$ cat src/rtl/mesi_pkg.sv
package mesi_pkg;

  typedef enum logic [1:0] {
    ST_I = 2'd0,
    ST_S = 2'd1,
    ST_E = 2'd2,
    ST_M = 2'd3
  } lineState_t;

  typedef enum logic [1:0] {
    CMD_IDLE  = 2'd0,
    CMD_READ  = 2'd1,
    CMD_READX = 2'd2,
    CMD_FLUSH = 2'd3
  } busCmd_t;

  // strobes from control to the tag/state store
  typedef struct packed {
    logic       procWr;
    logic       procSetTag;
    lineState_t procNew;
    logic       snoopWr;
    lineState_t snoopNew;
  } storeStrobe_t;

endpackage

$ cat src/rtl/mesi_tag_store.sv
module mesi_tag_store
  import mesi_pkg::*;
#(
  parameter int ADDR_W = 16,
  parameter int IDX_W  = 3
) (
  input  logic                        clk,
  input  logic                        rstN,
  input  logic [ADDR_W-1:0]           procAddr,
  input  logic [ADDR_W-1:0]           snoopAddr,
  input  storeStrobe_t                strb,
  output lineState_t                  procLineState,
  output logic [ADDR_W-IDX_W-1:0]     procLineTag,
  output logic                        procTagHit,
  output lineState_t                  snoopLineState,
  output logic                        snoopTagHit
);

  localparam int LINES = 1 << IDX_W;
  localparam int TAG_W = ADDR_W - IDX_W;

  logic [IDX_W-1:0] procIdx, snoopIdx;
  logic [TAG_W-1:0] procTag, snoopTag;

  assign procIdx  = procAddr[IDX_W-1:0];
  assign procTag  = procAddr[ADDR_W-1:IDX_W];
  assign snoopIdx = snoopAddr[IDX_W-1:0];
  assign snoopTag = snoopAddr[ADDR_W-1:IDX_W];

  lineState_t       stArr  [LINES];
  logic [TAG_W-1:0] tagArr [LINES];

  // one register set per line; the snoop port wins a same-line collision
  for (genvar g = 0; g < LINES; g++) begin : gLine
    always_ff @(posedge clk) begin
      if (!rstN) begin
        stArr[g]  <= ST_I;
        tagArr[g] <= '0;
      end else if (strb.snoopWr && snoopIdx == IDX_W'(g)) begin
        stArr[g] <= strb.snoopNew;
      end else if (strb.procWr && procIdx == IDX_W'(g)) begin
        stArr[g] <= strb.procNew;
        if (strb.procSetTag) tagArr[g] <= procTag;
      end
    end
  end

  assign procLineState  = stArr[procIdx];
  assign procLineTag    = tagArr[procIdx];
  assign procTagHit     = (tagArr[procIdx] == procTag) && (stArr[procIdx] != ST_I);
  assign snoopLineState = stArr[snoopIdx];
  assign snoopTagHit    = (tagArr[snoopIdx] == snoopTag) && (stArr[snoopIdx] != ST_I);

  // a snoop-driven state change is visible on the next cycle
  assert_snoop_update_lands_R7: assert property (@(posedge clk) disable iff (!rstN)
    strb.snoopWr |=> stArr[$past(snoopIdx)] == $past(strb.snoopNew));

  // a processor-driven update lands unless a snoop took the same line
  assert_proc_update_lands_R12: assert property (@(posedge clk) disable iff (!rstN)
    (strb.procWr && !(strb.snoopWr && snoopIdx == procIdx))
      |=> stArr[$past(procIdx)] == $past(strb.procNew));

endmodule

$ cat src/rtl/mesi_ctrl.sv
module mesi_ctrl
  import mesi_pkg::*;
(
  input  logic         clk,
  input  logic         rstN,
  input  logic         procReq,
  input  logic         procWrite,
  input  lineState_t   lineState,
  input  logic         tagHit,
  input  logic         busGrant,
  input  logic         sharedIn,
  input  logic         snoopValid,
  input  logic [1:0]   snoopCmd,
  input  lineState_t   snoopState,
  input  logic         snoopHit,
  output logic         busReq,
  output busCmd_t      busCmd,
  output logic         victimSel,
  output logic         procDone,
  output lineState_t   procResState,
  output logic         sharedOut,
  output logic         snoopFlush,
  output storeStrobe_t strb
);

  busCmd_t    snoopOp;
  busCmd_t    needCmd;
  lineState_t grantState;
  logic       grantOk;

  assign snoopOp = busCmd_t'(snoopCmd);

  // snoop response: same-cycle drive, state update at the edge
  always_comb begin
    sharedOut     = 1'b0;
    snoopFlush    = 1'b0;
    strb.snoopWr  = 1'b0;
    strb.snoopNew = ST_I;
    if (snoopValid && snoopHit) begin
      unique case (snoopOp)
        CMD_READ: begin
          sharedOut  = 1'b1;
          snoopFlush = (snoopState == ST_M);
          if (snoopState == ST_M || snoopState == ST_E) begin
            strb.snoopWr  = 1'b1;
            strb.snoopNew = ST_S;
          end
        end
        CMD_READX: begin
          snoopFlush    = (snoopState == ST_M);
          strb.snoopWr  = 1'b1;
          strb.snoopNew = ST_I;
        end
        default: ;
      endcase
    end
  end

  // processor decision, recomputed every cycle from the current line state
  always_comb begin
    needCmd    = CMD_IDLE;
    victimSel  = 1'b0;
    grantState = ST_I;
    if (tagHit) begin
      if (procWrite && lineState == ST_S) begin
        needCmd    = CMD_READX;
        grantState = ST_M;
      end
    end else if (lineState == ST_M) begin
      needCmd    = CMD_FLUSH;
      victimSel  = 1'b1;
      grantState = ST_I;
    end else if (procWrite) begin
      needCmd    = CMD_READX;
      grantState = ST_M;
    end else begin
      needCmd    = CMD_READ;
      grantState = sharedIn ? ST_S : ST_E;
    end
  end

  assign busReq  = procReq && (needCmd != CMD_IDLE);
  assign busCmd  = busReq ? needCmd : CMD_IDLE;
  assign grantOk = busReq && busGrant && !snoopValid;

  always_comb begin
    procDone        = 1'b0;
    procResState    = lineState;
    strb.procWr     = 1'b0;
    strb.procSetTag = 1'b0;
    strb.procNew    = lineState;
    if (procReq && !snoopValid) begin
      if (needCmd == CMD_IDLE) begin
        procDone = 1'b1;
        if (procWrite) begin
          procResState = ST_M;
          strb.procWr  = (lineState == ST_E);
          strb.procNew = ST_M;
        end
      end else if (grantOk) begin
        strb.procWr  = 1'b1;
        strb.procNew = grantState;
        if (needCmd != CMD_FLUSH) begin
          procDone        = 1'b1;
          procResState    = grantState;
          strb.procSetTag = 1'b1;
        end
      end
    end
  end

  assert_silent_upgrade_R4: assert property (@(posedge clk) disable iff (!rstN)
    (procReq && procWrite && tagHit && lineState == ST_E && !snoopValid)
      |-> (procDone && !busReq && procResState == ST_M));

  assert_read_hit_quiet_R8: assert property (@(posedge clk) disable iff (!rstN)
    (procReq && !procWrite && tagHit && !snoopValid) |-> (procDone && !busReq));

  assert_shared_on_snoop_read_R3: assert property (@(posedge clk) disable iff (!rstN)
    (snoopValid && snoopOp == CMD_READ && snoopHit) |-> sharedOut);

  assert_snoop_first_R9: assert property (@(posedge clk) disable iff (!rstN)
    snoopValid |-> !procDone);

  assert_victim_then_fill_R10: assert property (@(posedge clk) disable iff (!rstN)
    (procReq && busCmd == CMD_FLUSH && grantOk) |-> !procDone);

endmodule

$ cat src/rtl/mesi_snoop_cache.sv
module mesi_snoop_cache
  import mesi_pkg::*;
#(
  parameter int ADDR_W = 16,
  parameter int IDX_W  = 3
) (
  input  logic              clk,
  input  logic              rstN,
  input  logic              procReq,
  input  logic              procWrite,
  input  logic [ADDR_W-1:0] procAddr,
  output logic              procDone,
  output logic [1:0]        procState,
  output logic              busReq,
  output logic [1:0]        busCmd,
  output logic [ADDR_W-1:0] busAddr,
  input  logic              busGrant,
  input  logic              sharedIn,
  output logic              sharedOut,
  input  logic              snoopValid,
  input  logic [1:0]        snoopCmd,
  input  logic [ADDR_W-1:0] snoopAddr,
  output logic              snoopFlush
);

  localparam int TAG_W = ADDR_W - IDX_W;

  storeStrobe_t     strb;
  lineState_t       lineState, snoopState, resState;
  logic [TAG_W-1:0] lineTag;
  logic             tagHit, snoopHit, victimSel;
  busCmd_t          cmd;

  mesi_tag_store #(.ADDR_W(ADDR_W), .IDX_W(IDX_W)) i_store (
    .clk(clk), .rstN(rstN),
    .procAddr(procAddr), .snoopAddr(snoopAddr), .strb(strb),
    .procLineState(lineState), .procLineTag(lineTag), .procTagHit(tagHit),
    .snoopLineState(snoopState), .snoopTagHit(snoopHit)
  );

  mesi_ctrl i_ctrl (
    .clk(clk), .rstN(rstN),
    .procReq(procReq), .procWrite(procWrite),
    .lineState(lineState), .tagHit(tagHit),
    .busGrant(busGrant), .sharedIn(sharedIn),
    .snoopValid(snoopValid), .snoopCmd(snoopCmd),
    .snoopState(snoopState), .snoopHit(snoopHit),
    .busReq(busReq), .busCmd(cmd), .victimSel(victimSel),
    .procDone(procDone), .procResState(resState),
    .sharedOut(sharedOut), .snoopFlush(snoopFlush), .strb(strb)
  );

  assign busCmd    = cmd;
  assign procState = resState;
  assign busAddr   = victimSel ? {lineTag, procAddr[IDX_W-1:0]} : procAddr;

endmodule

$ cat config.mk
export PLATFORM = sky130hd
export DESIGN_NAME = mesi_snoop_cache
export DESIGN_NICKNAME = d
export VERILOG_FILES = /design/src/rtl/mesi_pkg.sv /design/src/rtl/mesi_tag_store.sv /design/src/rtl/mesi_ctrl.sv /design/src/rtl/mesi_snoop_cache.sv
export SDC_FILE = /design/constraint.sdc
export NUM_CORES = 1
export LEC_CHECK = 0
export ABC_AREA = 1
export CORE_MARGIN = 2
export CORE_UTILIZATION = 40
export DETAILED_ROUTE_END_ITERATION = 8
export SYNTH_ARGS = -nofsm -noshare
export SYNTH_HDL_FRONTEND = slang
export SYNTH_SLANG_ARGS = --single-unit
$ cat constraint.sdc
create_clock -name clk -period 11.7 [get_ports clk]
set_clock_uncertainty 0.05 [all_clocks]
set_input_delay 2.34 -clock clk [delete_from_list [all_inputs] [get_ports clk]]
set_output_delay 2.34 -clock clk [all_outputs]
set_load 0.03 [all_outputs]
### Yosys cells after proc, flatten, opt, wreduce, memory -nomap -nowiden

Memory sizes are Yosys's and may differ from the RTL's.
Cells that the tools add are included.

| word-level totals | value |
|---|---|
| flip-flop bits (word level) | 0 |
| output and inout port bits | 24 |
| RAM bits | 120 |
| logic and storage cells | 232 |
| memories kept | 2 |
| input bits | 41 |

| cells by class | value |
|---|---|
| mux-type cells | 149 |
| equality and inequality tests | 24 |
| bitwise operators | 24 |
| reductions and logical operators | 33 |

Memory list:

| memory | depth | bits a word | read ports | clocked after memory_dff | wr ports | RTL line | RTL |
|---|---|---|---|---|---|---|---|
| i_store.tagArr | 8 | 13 | 2 | 0 | 8 | mesi_tag_store.sv:31 | `logic [TAG_W-1:0] tagArr [LINES];` |
| i_store.stArr | 8 | 2 | 2 | 0 | 8 | mesi_tag_store.sv:30 | `lineState_t stArr [LINES];` |

Operators by type and width:

| cell | number |
|---|---|
| 13-bit two-way mux | 8 |
| 1-bit two-way mux | 103 |
| 2-bit two-way mux | 32 |
| 13-bit == test | 2 |
| 3-bit == test (second input constant) | 8 |
| 1-bit logical AND | 24 |
| 1-bit bitwise OR | 24 |
| 16-bit two-way mux | 1 |
| 3-bit by 2-bit == test with 1-bit output (second input constant) | 4 |
| 2-bit == test (second input constant) | 5 |
| 4-bit two-way mux | 2 |
| 3-bit by 1-bit == test with 1-bit output (second input constant) | 2 |
| 3-bit zero test | 2 |
| 3-bit two-way mux | 2 |
| 3-bit one-hot mux with 2 select lines | 1 |
| 2-bit nonzero test | 3 |
| 2-bit by 1-bit == test with 1-bit output (second input constant) | 2 |
| 2-bit zero test | 1 |
| 2-bit inequality test (second input constant) | 1 |
| 2-bit OR reduction | 1 |
| 1-bit zero test | 1 |
| 1-bit logical OR | 1 |

### Longest topological paths before layout

An unclocked memory read counts as a cell.

| depth | value |
|---|---|
| word-level depth | 18 |
| mapped depth | 23 |

### Cells and area by module

From an unflattened synthesis, not the netlist that was laid out.

| second synthesis, totals | value |
|---|---|
| cells, all modules | 1185 |
| area total of the unflattened synthesis | 8187.9 µm² |

Modules (own cells, without submodules):

| module | area an instance (µm²) | times used | cells an instance |
|---|---|---|---|
| mesi_tag_store | 7662.3 | 1 | 1073 |
| mesi_ctrl | 334.1 | 1 | 67 |
| mesi_snoop_cache | 191.4 | 1 | 45 |

### Least setup slack after synthesis

OpenSTA, ideal clock, no wires.

| path | value |
|---|---|
| path type | input to output |
| from | input snoopAddr[0] |
| to | output snoopFlush |
| arrival time | 4.745 ns |
| stages on the path | 15 |
| setup slack | 4.565 ns |
| required time | 9.310 ns |
| cells stage by stage | buf_2 > inv_1 > nor2_1 > buf_2 > buf_1 > a22oi_1 > nand3_1 > o31ai_1 > nand2_1 > nand2_1 > inv_1 > nand4_1 > nor2_1 > inv_1 > nor4_1 |

| between the ends | value |
|---|---|
| word-level cells in the longest chain between the ends | 5 |
| elaborated cells between the ends (all ways) | 9 |

RTL lines:

| item | RTL line | RTL |
|---|---|---|
| start, declared | mesi_snoop_cache.sv:22 | `input logic [ADDR_W-1:0] snoopAddr,` |
| memory read 8 x 13 bit / memory read 8 x 2 bit (equally long branches) | -- |  |
| 13-bit == test / 2-bit nonzero test (equally long branches) | mesi_tag_store.sv:52 | `assign snoopTagHit = (tagArr[snoopIdx] == snoopTag) && (stArr[snoopIdx] != ST_I);` |
| 1-bit logical AND | mesi_tag_store.sv:52 |  |
| 1-bit logical AND | mesi_ctrl.sv:39 | `if (snoopValid && snoopHit) begin` |
| 1-bit two-way mux * | mesi_ctrl.sv:39 |  |
| end, declared | mesi_snoop_cache.sv:23 | `output logic snoopFlush` |

Mark *: on every way between the ends. The rest lies on a longest branch, timed or not.

### Worst setup path after layout

| path | value |
|---|---|
| from | input procAddr[1] |
| to | output busAddr[15] |

| between the ends | value |
|---|---|
| word-level cells in the longest chain between the ends | 5 |
| elaborated cells between the ends (all ways) | 9 |

RTL lines:

| item | RTL line | RTL |
|---|---|---|
| start, declared | mesi_snoop_cache.sv:11 | `input logic [ADDR_W-1:0] procAddr,` |
| memory read 8 x 13 bit / memory read 8 x 2 bit (equally long branches) | -- |  |
| 13-bit == test, or another cell as far along | mesi_tag_store.sv:50 | `assign procTagHit = (tagArr[procIdx] == procTag) && (stArr[procIdx] != ST_I);` |
| 1-bit logical AND / 1-bit two-way mux (equally long branches) | mesi_tag_store.sv:50, mesi_ctrl.sv:69 |  |
| 1-bit two-way mux | mesi_ctrl.sv:64 | `if (tagHit) begin` |
| 16-bit two-way mux * | mesi_snoop_cache.sv:55 | `assign busAddr = victimSel ? {lineTag, procAddr[IDX_W-1:0]} : procAddr;` |
| end, declared | mesi_snoop_cache.sv:16 | `output logic [ADDR_W-1:0] busAddr,` |

Marked as above.

==> summary.txt <==
Layout
  • Nets: 1179
  • Final Core Density: 47.6%
  • Share of layout cells above drive strength 1: 5.40%
  • Number of fillers in the final layout: 1944
  • Commonest non-fill, non-tap cell in the layout: nand2_1
  • Most frequent cells in the layout: 486 x nand2_1, 162 x nor2_1, 120 x edfxtp_1
  • Area grow syn2layout: 17.0%
  • Finished Cell Area: 0.00924 mm²
  • Antenna diode count: 0

Power
  • Leak: 0.00399 µW
  • VDD IR max: 0.104 mV
  • Pwr dens: 134 mW/mm²

Flow run
  • Max-cap violations: 0

Critical path
  • CP Launch Type: primary input
  • Worst Path Required: 9310 ps
  • WP data arrival: 7050 ps
  • Crit Path Class: in -> out
  • Critical Path Fanout Max: 34
  • CP endpoint kind: primary output
  • Worst R2R Setup Slack: 7950 ps

Synthesis
  • Yosys reg bits: 120
  • Register area share after synthesis: 45.6%
  • Syn_area_per_cell: 7.19 µm²
  • Yosys top cell area share: 45.6%
  • Netlist cell types: 36
  • Largest cells by area after synthesis: edfxtp_1 46%, nand2_1 23%, nor2_1 7.8%
  • Post-synthesis cell count: 1098
  • Post-Syn Area: 0.00789 mm²
  • Syn_nets: 1141
  • Dominant cell type by area after synthesis: edfxtp_1
  • Synthesis Warnings: 0

Floorplan
  • Core area: 0.0194 mm²
  • Initial core utilization: 40.7%
  • Die X: 144 µm
  • Die ar.: 0.0209 mm²
  • Height of the die: 144 µm
  • IO Pins: 65
  • # rows: 51

STA
  • Maximum clock rate: 0.106 GHz
  • Worst Max-Slew Pin Slew: 1070 ps
  • Tcrit/Tclk final: 80.7%
  • Setup Viol. Count Final: 0
  • RSZ-0062 raised after global routing: false
  • Hold slack: 956 ps
  • Minimum clock period: 9440 ps
  • Final Hold Vio Count: 0
  • Total Neg Setup Slack: 0 ps
  • Fin. max-slew vios: 0
  • Slew HR: 28.7%

Routing
  • Via count: 7560
  • DRT antenna net count: 0
  • Wire per inst: 19.2 µm
  • Drt pass-1 iters: 6
  • Met3 wire length: 2770 µm
  • M1 WL: 11400 µm
  • Initial DRC Count: 766
  • Post-Route WL: 27100 µm
  • DRC: 0
  • Uppermost layer routed: met4
  • Vias per inst: 5.35
  • Met2 WL post-DR: 12400 µm

Global routing
  • Largest net degree at the start of global routing: 66
  • Number of global-route vias before repair: 6878
  • GRT Overall Usage: 26.5%
  • First-pass GRT wire length: 39900 µm
  • Initial antenna violation count: 0
  • Grt total ovfl: 0

Clocking
  • # H-tree levels: 4
  • CTS Hold Bufs: 0
  • Root Buffer: clkbuf_16
  • Total CTS buffers: 17
  • Post-CTS Setup Bufs: 0
  • Max Root-Sink Buffers: 2
  • Clock latency on the worst-skew pair: 430 ps
  • Clock Pin Slew Worst Setup and Hold Paths: 50 ps
  • CTS tree: yes
  • Clock sinks: 120
  • CTS resizes: 0

Outcome
  • Status: complete, no violations

Placed design
  • Placed cell areas: 0.00864 mm²
  • # port buffers: 64
  • Gpl congestion: 0.936
  • DPL Wire Length: 17400 µm

Worst hold path
  • Hold Crit Class: reg -> reg
sequential cells by signal (all words and copies together) (netlist names):
name	flops
i_store.stArr	16
i_store.tagArr	104
layout make-up:
cell class / count / area (µm²) / share of cell area, %
clock inverter: 12 / 156 / 1.69
clock buffer: 20 / 437 / 4.73
multi-input combinational: 858 / 3740 / 40.5
inverter: 62 / 233 / 2.52
sequential: 120 / 3600 / 39.0
tap: 265 / 332 / 3.59
timing repair buffer: 77 / 733 / 7.94
worst max-delay path, stage by stage:
cell and delay, ps:
clkdlybuf4s50_1 450, buf_4 410, inv_1 310, buf_4 330
nand2_1 150, inv_1 100, nand2_1 70, nand3_1 70
nand2_1 210, nand2_1 170, nand2_1 90, nor2_1 40
nand2_1 70, nor2_2 50, nand2_1 110, clkinv_1 100
nor2_2 240, clkinv_1 640, o21ai_1 350, clkdlybuf4s50_1 720
layer usage:
metal	vias to the layer above	global-route usage (%)
met3	46	4.21
met1	3479	36.2
li1	3640	-
met5	-	0
met2	395	42.4
met4	0	10.4
kinds of logic after synthesis:
logic type	count (synthesis)	synth area share (%)
and+or+nand+nor	795	42.0
buffers and inverters	120	7.29
DFF	120	45.6
AOI/OAI and AO/OA	57	4.26
xor gates and xnor gates	4	0.444
adders and majority gates	2	0.317
final timing paths:
| kind | from | to | depth (start not counted) |
|---|---|---|---|
| setup / recovery | procAddr[1] | busAddr[15] | 20 |
| hold / removal | i_store.stArr[0][1]$_SDFFCE_PN0P_ | i_store.stArr[4][1]$_SDFFCE_PN0P_ | 7 |
| setup reg to reg | i_store.stArr[2][0]$_DFFE_PP_ | i_store.tagArr[7][6]$_SDFFCE_PN0P_ | 16 |
| hold reg to reg | i_store.stArr[0][1]$_SDFFCE_PN0P_ | i_store.stArr[4][1]$_SDFFCE_PN0P_ | 7 |
Yosys cell counts, drive strengths merged:
master / instances
o2111ai: 2
edfxtp: 120
nand4: 27
xnor2: 2
clkbuf: 18
xor2: 2
nor2: 175
inv: 47
nand2: 488
nor3: 1
a21oi: 10
buf: 40
a211o: 1
or2: 2
nor4: 1
and2: 4
ha: 2
o31ai: 1
nand3b: 11
o21ai: 28
a22oi: 12
o211ai: 2
nand3: 86
clkinv: 15
a21boi: 1
where the power goes:
part / internal (µW) / switching, µW
clock: 351 / 188
sequential: 488 / 8.23
combinational: 62.9 / 141
total: 902 / 337
stage by stage:
| stage | power (µW) | cells | setup slack (ps) |
|---|---|---|---|
| after detailed placement | 705 | 1382 | 2350 |
| after CTS | 1230 | 1414 | 2310 |
| after global routing | 1270 | 1414 | 1940 |
| after global placement | 704 | 1382 | 2340 |
| final | 1240 | 1414 | 2260 |
| after floorplan | 627 | 1098 | 4560 |
Power figures use the tool's default switching activity.
